`src/rtl/fcd_pkg.sv`:
```
package fcd_pkg;

  localparam int DATA_W = 8;

  typedef enum logic [2:0] {
    ST_IDLE  = 3'd0,
    ST_U1    = 3'd1,
    ST_U2    = 3'd2,
    ST_U3    = 3'd3,
    ST_U4    = 3'd4,
    ST_ERASE = 3'd5,
    ST_PROG  = 3'd6
  } seq_t;

  localparam logic [15:0] ADR_LO = 16'h9555;
  localparam logic [15:0] ADR_HI = 16'hAAAA;

  localparam logic [7:0] D_KEY1 = 8'hAA;
  localparam logic [7:0] D_KEY2 = 8'h55;
  localparam logic [7:0] D_ERS  = 8'h80;
  localparam logic [7:0] D_PRG  = 8'hA0;
  localparam logic [7:0] D_IDON = 8'h90;
  localparam logic [7:0] D_RST  = 8'hF0;
  localparam logic [7:0] D_SEC  = 8'h30;
  localparam logic [7:0] D_CHIP = 8'h10;
  localparam logic [7:0] ID_MFR = 8'hBF;

  // expected write for each unlock step; the step index is the state
  function automatic logic [15:0] step_addr(input seq_t s);
    case (s)
      ST_U1, ST_U4: step_addr = ADR_HI;
      default:      step_addr = ADR_LO;
    endcase
  endfunction

  function automatic logic [7:0] step_data(input seq_t s);
    case (s)
      ST_U1, ST_U4: step_data = D_KEY2;
      ST_U2:        step_data = D_ERS;
      default:      step_data = D_KEY1;
    endcase
  endfunction

  function automatic logic step_bank(input seq_t s);
    case (s)
      ST_U1, ST_U4: step_bank = 1'b0;
      default:      step_bank = 1'b1;
    endcase
  endfunction

  function automatic logic [7:0] id_code(input logic [1:0] sz);
    case (sz)
      2'd0:    id_code = 8'hB5;
      2'd1:    id_code = 8'hB6;
      default: id_code = 8'hB7;
    endcase
  endfunction

endpackage

```
`src/rtl/fcd_seq.sv`:
```
module fcd_seq
  import fcd_pkg::*;
#(
  parameter int ADDR_W = 16,
  parameter int BANK_W = 5
) (
  input  logic              clk,
  input  logic              rst_n,
  input  logic              wr_en,
  input  logic [ADDR_W-1:0] wr_addr,
  input  logic [DATA_W-1:0] wr_data,
  input  logic [BANK_W-1:0] bank,
  output logic              go_sector,
  output logic              go_chip,
  output logic              go_prog,
  output logic              id_set,
  output logic              id_clr
);

  seq_t st, st_nxt;
  logic step_hit, at_cmd;

  always_comb begin
    step_hit = (wr_addr == ADDR_W'(step_addr(st))) &&
               (wr_data == step_data(st)) &&
               (bank == BANK_W'(step_bank(st)));
    at_cmd   = (st == ST_U2) && (wr_addr == ADDR_W'(ADR_LO)) &&
               (bank == BANK_W'(1'b1));
  end

  always_comb begin
    st_nxt    = ST_IDLE;
    go_sector = 1'b0;
    go_chip   = 1'b0;
    go_prog   = 1'b0;
    id_set    = 1'b0;
    id_clr    = 1'b0;
    case (st)
      ST_ERASE: begin
        go_sector = wr_en && (wr_data == D_SEC);
        go_chip   = wr_en && (wr_data == D_CHIP);
      end
      ST_PROG: go_prog = wr_en;
      default: begin
        if (step_hit) begin
          st_nxt = (st == ST_U4) ? ST_ERASE : seq_t'(st + 3'd1);
        end else if (at_cmd && (wr_data == D_PRG)) begin
          st_nxt = ST_PROG;
        end else if (at_cmd && (wr_data == D_IDON)) begin
          id_set = wr_en;
        end else begin
          id_clr = wr_en && (wr_data == D_RST);
        end
      end
    endcase
  end

  always_ff @(posedge clk or negedge rst_n) begin
    if (!rst_n) begin
      st <= ST_IDLE;
    end else if (wr_en) begin
      st <= st_nxt;
    end
  end

  // any write in an action mode brings the sequence back to idle
  assert_action_to_idle_R3: assert property (@(posedge clk) disable iff (!rst_n)
    (wr_en && (st == ST_ERASE || st == ST_PROG)) |=> (st == ST_IDLE));

  // program mode is only entered from the third step with the program command
  assert_prog_entry_R4: assert property (@(posedge clk) disable iff (!rst_n)
    $rose(st == ST_PROG) |-> $past(st == ST_U2 && wr_en && wr_data == D_PRG));

  // no write, no state change
  assert_idle_hold_R9: assert property (@(posedge clk) disable iff (!rst_n)
    !wr_en |=> $stable(st));

endmodule

```
`src/rtl/fcd_id.sv`:
```
module fcd_id
  import fcd_pkg::*;
(
  input  logic              clk,
  input  logic              rst_n,
  input  logic              id_set,
  input  logic              id_clr,
  input  logic [1:0]        size_sel,
  input  logic              rd_odd,
  output logic              id_active,
  output logic [DATA_W-1:0] id_data
);

  logic id_q, id_nxt, id_ce;

  always_comb begin
    id_ce  = id_set || id_clr;
    id_nxt = id_set;
  end

  always_ff @(posedge clk or negedge rst_n) begin
    if (!rst_n) begin
      id_q <= 1'b0;
    end else if (id_ce) begin
      id_q <= id_nxt;
    end
  end

  always_comb begin
    id_active = id_q;
    if (!id_q)      id_data = '0;
    else if (rd_odd) id_data = id_code(size_sel);
    else            id_data = ID_MFR;
  end

  // set and clear requests never coincide
  assert_id_req_excl_R7: assert property (@(posedge clk) disable iff (!rst_n)
    !(id_set && id_clr));

endmodule

```
`src/rtl/fcd_act.sv`:
```
module fcd_act
  import fcd_pkg::*;
#(
  parameter int ADDR_W = 16,
  parameter int BANK_W = 5
) (
  input  logic              clk,
  input  logic              rst_n,
  input  logic              go_sector,
  input  logic              go_chip,
  input  logic              go_prog,
  input  logic [ADDR_W-1:0] wr_addr,
  input  logic [DATA_W-1:0] wr_data,
  input  logic [BANK_W-1:0] bank,
  output logic              erase_sector,
  output logic              erase_chip,
  output logic              prog_byte,
  output logic [ADDR_W-1:0] act_addr,
  output logic [BANK_W-1:0] act_bank,
  output logic [DATA_W-1:0] act_data
);

  logic load;

  always_comb load = go_sector || go_chip || go_prog;

  always_ff @(posedge clk or negedge rst_n) begin
    if (!rst_n) begin
      erase_sector <= 1'b0;
      erase_chip   <= 1'b0;
      prog_byte    <= 1'b0;
    end else begin
      erase_sector <= go_sector;
      erase_chip   <= go_chip;
      prog_byte    <= go_prog;
    end
  end

  always_ff @(posedge clk or negedge rst_n) begin
    if (!rst_n) begin
      act_addr <= '0;
      act_bank <= '0;
      act_data <= '0;
    end else if (load) begin
      act_addr <= wr_addr;
      act_bank <= bank;
      act_data <= wr_data;
    end
  end

  // at most one action at a time
  assert_pulse_excl_R9: assert property (@(posedge clk) disable iff (!rst_n)
    $onehot0({erase_sector, erase_chip, prog_byte}));

  // every action lasts one cycle
  assert_pulse_single_R9: assert property (@(posedge clk) disable iff (!rst_n)
    (erase_sector || erase_chip || prog_byte) |=> !(erase_sector || erase_chip || prog_byte));

endmodule

```
`src/rtl/flash_cmd_decoder.sv`:
```
module flash_cmd_decoder
  import fcd_pkg::*;
#(
  parameter int ADDR_W = 16,
  parameter int BANK_W = 5
) (
  input  logic              clk,
  input  logic              rst_n,
  input  logic              wr_en,
  input  logic [ADDR_W-1:0] wr_addr,
  input  logic [7:0]        wr_data,
  input  logic [BANK_W-1:0] bank,
  input  logic [1:0]        size_sel,
  input  logic              rd_odd,
  output logic              id_active,
  output logic [7:0]        id_data,
  output logic              erase_sector,
  output logic              erase_chip,
  output logic              prog_byte,
  output logic [ADDR_W-1:0] act_addr,
  output logic [BANK_W-1:0] act_bank,
  output logic [7:0]        act_data
);

  logic go_sector, go_chip, go_prog, id_set, id_clr;

  fcd_seq #(.ADDR_W(ADDR_W), .BANK_W(BANK_W)) u_seq (
    .clk(clk), .rst_n(rst_n), .wr_en(wr_en), .wr_addr(wr_addr),
    .wr_data(wr_data), .bank(bank), .go_sector(go_sector),
    .go_chip(go_chip), .go_prog(go_prog), .id_set(id_set), .id_clr(id_clr)
  );

  fcd_id u_id (
    .clk(clk), .rst_n(rst_n), .id_set(id_set), .id_clr(id_clr),
    .size_sel(size_sel), .rd_odd(rd_odd), .id_active(id_active),
    .id_data(id_data)
  );

  fcd_act #(.ADDR_W(ADDR_W), .BANK_W(BANK_W)) u_act (
    .clk(clk), .rst_n(rst_n), .go_sector(go_sector), .go_chip(go_chip),
    .go_prog(go_prog), .wr_addr(wr_addr), .wr_data(wr_data), .bank(bank),
    .erase_sector(erase_sector), .erase_chip(erase_chip),
    .prog_byte(prog_byte), .act_addr(act_addr), .act_bank(act_bank),
    .act_data(act_data)
  );

  // an action only follows a write edge
  assert_pulse_after_write_R2: assert property (@(posedge clk) disable iff (!rst_n)
    (erase_sector || erase_chip || prog_byte) |-> $past(wr_en));

  // identification mode only turns on after its command byte
  assert_id_on_cmd_R5: assert property (@(posedge clk) disable iff (!rst_n)
    $rose(id_active) |-> $past(wr_en && wr_data == D_IDON));

  // identification mode only turns off on the reset byte
  assert_id_off_cmd_R7: assert property (@(posedge clk) disable iff (!rst_n)
    $fell(id_active) |-> $past(wr_en && wr_data == D_RST));

endmodule

```
`config.mk`:
```
export PLATFORM = sky130hd
export DESIGN_NAME = flash_cmd_decoder
export DESIGN_NICKNAME = d
export VERILOG_FILES = /design/src/rtl/fcd_pkg.sv /design/src/rtl/fcd_seq.sv /design/src/rtl/fcd_id.sv /design/src/rtl/fcd_act.sv /design/src/rtl/flash_cmd_decoder.sv
export SDC_FILE = /design/constraint.sdc
export NUM_CORES = 1
export LEC_CHECK = 0
export ABC_AREA = 1
export CAP_MARGIN = 20
export CELL_PAD_IN_SITES_DETAIL_PLACEMENT = 1
export CELL_PAD_IN_SITES_GLOBAL_PLACEMENT = 1
export CORE_MARGIN = 2
export CORE_UTILIZATION = 34
export CTS_CLUSTER_DIAMETER = 40
export DETAILED_ROUTE_END_ITERATION = 8
export GPL_TIMING_DRIVEN = 0
export PLACE_DENSITY_LB_ADDON = 0.1
export SLEW_MARGIN = 10
export SYNTH_ARGS = -nofsm -noshare
export SYNTH_HDL_FRONTEND = slang
export SYNTH_SLANG_ARGS = --single-unit
```
`constraint.sdc`:
```
create_clock -name clk -period 4.75 [get_ports clk]
set_input_delay 0.475 -clock clk [delete_from_list [all_inputs] [get_ports clk]]
set_output_delay 0.475 -clock clk [all_outputs]
set_load 0.02 [all_outputs]
```
==> results of run 1 <==
==> critical path, stage by stage <==
cell and delay (ns):
clkdlybuf4s50_1 0.47, nand3b_1 0.10, nand2_1 0.05, inv_1 0.05
clkdlybuf4s50_1 0.59
==> report_power, final <==
part / internal [mW] / total [mW] / switching [mW]
Sequential: 0.320 / 0.327 / 0.00704
Clock: 0.0999 / 0.212 / 0.112
Combinational: 0.0637 / 0.121 / 0.0568
==> layout make-up <==
| class | count | area (µm²) | share of cell area, % |
|---|---|---|---|
| plain buffers | 9 | 87.58 | 3.051 |
| clock buffers | 6 | 72.57 | 2.528 |
| clock inverters | 1 | 5.005 | 0.1744 |
| inverters | 27 | 101.3 | 3.531 |
| multi-input cells | 149 | 857.1 | 29.86 |
| flip-flops and latches | 36 | 900.9 | 31.39 |
| well taps | 72 | 90.09 | 3.139 |
| repair buffers | 75 | 755.7 | 26.33 |
==> synthesized netlist by cell type (all sizes together) <==
cell type	number	area, µm²
nand2	46	182.7
nand3	9	45.04
a21oi	13	65.06
o22ai	1	6.260
or2	2	12.51
buf	9	87.58
nor2	34	135.1
nand4	5	37.53
nand3b	1	7.510
dfrtp	36	900.9
inv	27	101.3
conb	1	3.750
nor3	5	36.29
o21ai	6	30.03
nor4	2	12.51
ha	4	50.05
mux2	20	232.7
==> layer usage <==
metal	share of wire (%)	up-vias	global-route usage (%)
met3	6.7	13	5.317
met2	48	55	29.75
li1	-	868	-
met1	43	829	22.25
met5	0	-	0
met4	2.4	0	7.069
==> cell families after synthesis <==
group / synth area share, %
AO/OA/AOI/OAI: 5.206
adder cells (fa/ha/maj): 2.571
buffers and inverters: 9.704
flip-flops: 46.27
multiplexers: 11.95
other: 0.1926
AND/OR/NAND/NOR: 24.10
==> state kept, by name, indices dropped and copies added (netlist names) <==
register,cells
u_act.erase_chip,1
u_act.erase_sector,1
u_id.id_active,1
u_act.act_data,8
u_seq.st,3
u_act.prog_byte,1
u_act.act_addr,16
u_act.act_bank,5
==> per-stage QoR <==
stage | utilization (%) | cell area (µm²) | hold slack [ns] | setup slack, ns
after detailed placement | 50.72 | 2793 | 0.3817 | 2.435
after floorplan | - | 1947 | 0.1794 | 3.070
final | 52.12 | 2870 | 0.06058 | 2.532
after global routing | 52.12 | 2870 | 0.07187 | 2.459
after CTS | 52.12 | 2870 | 0.06877 | 2.523
after global placement | 50.44 | 2778 | 0.4894 | 2.281
==> how the worst max path moves through the flow <==
stage,start,endpoint,slack [ns],depth (start not counted)
3_5_place_dp,wr_data[0],u_act.act_data[2],2.44,9
3_3_place_gp,rst_n,u_act.act_bank[3],2.28,1
4_1_cts,size_sel[1],id_data[0],2.52,5
5_1_grt,size_sel[1],id_data[1],2.46,4
2_1_floorplan,u_seq.st[0],u_act.act_data[2],3.07,9
6_report,size_sel[1],id_data[0],2.53,5
==> out/results.ini, run 1 <==
[detailed_routing]
drtPass1Iterations = 4
num_vias = 1765
drt_iter0_markers = 44
drc = 0
routed_via_density = 4.707
wl_per_cell_um = 14.19
postRouteAntennaNets = 0
routed_wl_um = 5321

[timing]
grt_setup_unrepaired = false
skew_ns = 0.006815
period_minus_slack_ns = 2.218
hold_viol = 0
finalSetupViolCount = 0
slew_violations = 0
fmax_ghz = 0.4509
setup_tns_ns = 0
period_share_pct = 46.70

[clocking]
cts_max_path_buffers = 2
cts_resized = 0
cts_num_sinks = 36
post_cts_buffers = 0
numCtsBuffers = 5
cts_tree = done
clk_pin_slew_worst_paths_ns = 0.08
htree_num_levels = 2
holdBufCountCts = 0
clock-root-buffer = clkbuf_8
clk_latency_ns = 0.29

[synthesis]
yosysUniqueCellTypes = 25
synth-seq-area-share_pct = 46.27
syn-cell-area_um2 = 1947
synth-seq-cells = 36
synth_nets = 260
postSynthAreaPerCell_um2 = 8.809
syn_inst = 221
ys_warn_count = 0

[pwr]
p_per_area_nw_per_um2 = 229.7
p_leak_nw = 1.343
ir_worst_vdd_mv = 0.1244
power_uw = 659.2

[floorplan]
rows = 27
ios = 76
die-area_um2 = 6347
core_um2 = 5507
floorplan.initialDensity_pct = 35.36
die_x_um = 79.67
die_h_um = 79.67

[setup_path]
end_kind = output pin
required_ns = 4.28
r2r_end = u_act.act_data[2]
r2r-start = u_seq.st[0]
start_kind = input port
critPathArrivalTime_ns = 1.74
crit_fanout = 2
reg2reg_slack_ns = 2.89
crit_type = in2out
ff2ff_path_depth = 9

[place]
portBuffers = 74
dp.cells = 368
dp_hpwl_um = 4189
place_congestion = 0.7721

[grt]
track_usage_pct = 18.09
grt_max_degree = 27
grt_antenna_before_repair = 0
grt-ovfl-total = 0
grt_pass1_wl_um = 8845
grt_pass1_vias = 1873

[worst_hold_path]
hp-class = in2async

[final_layout]
layout_commonest_cell = clkdlybuf4s50_1
fill_cells = 666
antenna_cells = 0
fin_cells = 375
final_cell_mix = clkdlybuf4s50_1 (73), nand2_1 (42), dfrtp_1 (36)
syn2layout_area_growth_pct = 47.43
nets = 342
drive_gt1_share_pct = 17.16

[outcome]
status = finished, final reports clean

[run]
maxCapViolCount = 0

Power figures use the tool's default switching activity.
==> run 2: changes to the inputs <==
- CORE_UTILIZATION: 34 -> 28
- clock period: 4.75 -> 1.8 ns (I/O delays scaled with it)
==> out/results.ini, run 2 (synthesis results as in run 1) <==
[detailed_routing]
wl_per_cell_um = 13.93  ; -1.9%
num_vias = 1764  ; -0.057%
routed_via_density = 4.546  ; -3.4%
drtPass1Iterations = 4  ; unchanged
drc = 0  ; unchanged
routed_wl_um = 5403  ; +1.5%
drt_iter0_markers = 36  ; -18%
postRouteAntennaNets = 0  ; unchanged

[grt]
grt_pass1_vias = 1862  ; -0.59%
grt-ovfl-total = 0  ; unchanged
grt_antenna_before_repair = 0  ; unchanged
grt_max_degree = 27  ; unchanged
grt_pass1_wl_um = 8776  ; -0.78%
track_usage_pct = 14.68  ; -3.4 points

[final_layout]
nets = 346  ; +1.2%
reg_top3 = u_act.act_addr: 16 flops, u_act.act_data: 8 flops, u_act.act_bank: 5 flops
largest_reg_flops = 16  ; unchanged
largest_register = u_act.act_addr
antenna_cells = 0  ; unchanged
layout_commonest_cell = clkdlybuf4s50_1
drive_gt1_share_pct = 22.08  ; +4.9 points
syn2layout_area_growth_pct = 56.36
final_cell_mix = clkdlybuf4s50_1 (72), nand2_1 (40), dfrtp_1 (33)

[timing]
skew_ns = 0.004785  ; -0.002031 ns
fmax_ghz = 0.5875
hold_viol = 0  ; unchanged
setup_tns_ns = 0  ; unchanged
period_share_pct = 94.57
period_minus_slack_ns = 1.702
finalSetupViolCount = 0  ; unchanged
slew_violations = 0  ; unchanged

[clocking]
numCtsBuffers = 5  ; unchanged
htree_num_levels = 2  ; unchanged
cts_max_path_buffers = 2  ; unchanged
clk_latency_ns = 0.29  ; about the same
clock-root-buffer = clkbuf_8
cts_num_sinks = 36  ; unchanged
clk_pin_slew_worst_paths_ns = 0.08  ; about the same
cts_tree = done

[pwr]
p_switching_uw = 479.8  ; +170%
intPower_mw = 1.424  ; +190%
ir_worst_vdd_mv = 0.3368  ; +170%
p_leak_nw = 1.412  ; +5.1%
swShare_pct = 25.20  ; -1.5 points
power_mw = 1.904  ; +190%
p_per_area_nw_per_um2 = 625.4  ; +170%
p_seq_share_pct = 45.3  ; -4.3 points
pwr-share-comb_pct = 16.8  ; -1.5 points
pwr-share-clk_pct = 37.9  ; +5.8 points

[setup_path]
r2r-start = u_seq.st[0]
r2r_end = u_act.act_data[3]
required_ns = 1.98  ; -2.30 ns
crit_type = in2reg
crit_fanout = 10  ; +8
ff2ff_path_depth = 9  ; unchanged
start_kind = input port
critPathArrivalTime_ns = 1.88  ; +0.14 ns
end_kind = flip-flop
reg2reg_slack_ns = 0.11  ; -2.78 ns

[worst_hold_path]
hp-class = in2async

[floorplan]
rows = 30  ; +11%
die-area_um2 = 7636  ; +20%
ios = 76  ; unchanged
die_x_um = 87.39  ; +9.7%
core_um2 = 6756  ; +23%
floorplan.initialDensity_pct = 28.81  ; -6.5 points
die_h_um = 87.39  ; +9.7%

[place]
dp_hpwl_um = 4225  ; +0.86%
portBuffers = 74  ; unchanged
place_congestion = 0.8004  ; +3.7%

[run]
maxCapViolCount = 0  ; unchanged

[outcome]
status = finished, final reports clean

[run 2: cell count changes in the layout (fill, tap and decap cells not counted), sizes merged]
cell	change
clkdlybuf4s50	-1
clkinvlp	+1
bufinv	+1
buf	+2
dlygate4sd3	+1
dlymetal6s2s	+1
[run 2: cell type report]
| class | count | area [µm²] |
|---|---|---|
| clock inverter | 3 | 42.54 |
| sequential | 36 | 904.6 |
| tap | 80 | 100.1 |
| multi-input combinational | 149 | 918.4 |
| fill | 805 | 3712 |
| buffer | 9 | 95.09 |
| clock buffer | 5 | 68.82 |
| inverter | 27 | 106.4 |
| timing repair buffer | 79 | 808.3 |
[run 2: worst max-delay path, stage by stage]
cell             delay, ns
clkdlybuf4s50_1       0.46
nor2_2                0.16
nand2_2               0.10
nor2_2                0.15
nand4_4               0.13
nand2_4               0.15
buf_8                 0.13
buf_12                0.13
mux2_4                0.30
[run 2: power groups by stage]
stage                     Clock [mW]  Sequential [mW]  Combinational (mW)
after floorplan                    0            0.923              0.0726
after CTS                      0.754            0.863               0.324
final                          0.721            0.862               0.321
after global placement             0            0.877               0.313
after global routing           0.781            0.868               0.350
after detailed placement           0            0.879               0.321
[run 2: through the flow]
step                      instances  setup WS [ns]  area [µm²]  hold slack, ns  utilization, %
after global placement          375        -0.3412        2788          0.4888           41.26
after CTS                       386       0.002574        2939          0.2932           43.50
after global routing            388       -0.01569        3044          0.3044           45.06
final                           388        0.09781        3044          0.2963           45.06
after detailed placement        376        -0.2507        2803         0.08097           41.48
after floorplan                 221         0.1197        1947         -0.1156               -
[run 2: what timing repair did]
item                                    in CTS  in global routing
pin swaps                                    0                  4
hold buffers                                 1                  0
cloned                                       0                  1
hold endpoints to repair                    10                  0
resized for setup                            4                 18
setup buffers                                1                  1
endpoints found under the setup margin      13                 19
[run 2: worst max-delay path by stage]
stage,from,end,slack [ns]
floorplan,u_seq.st[0],u_act.act_data[2],0.12
finish,wr_data[0],u_act.act_data[3],0.1
global placement,rst_n,u_id.id_active,-0.34
CTS,u_seq.st[0],u_act.act_data[3],0.003
detailed placement,wr_data[0],u_act.act_data[3],-0.25
global route,u_seq.st[0],u_seq.st[2],-0.02
[run 2: routing by layer]
layer  wire length (µm)  vias up  GRT usage (%)
met3                264        4          4.171
met2               2718       43          24.86
met4                 61        0          4.615
met5                  0        -              0
li1                   -      875              -
met1               2359      842          17.97
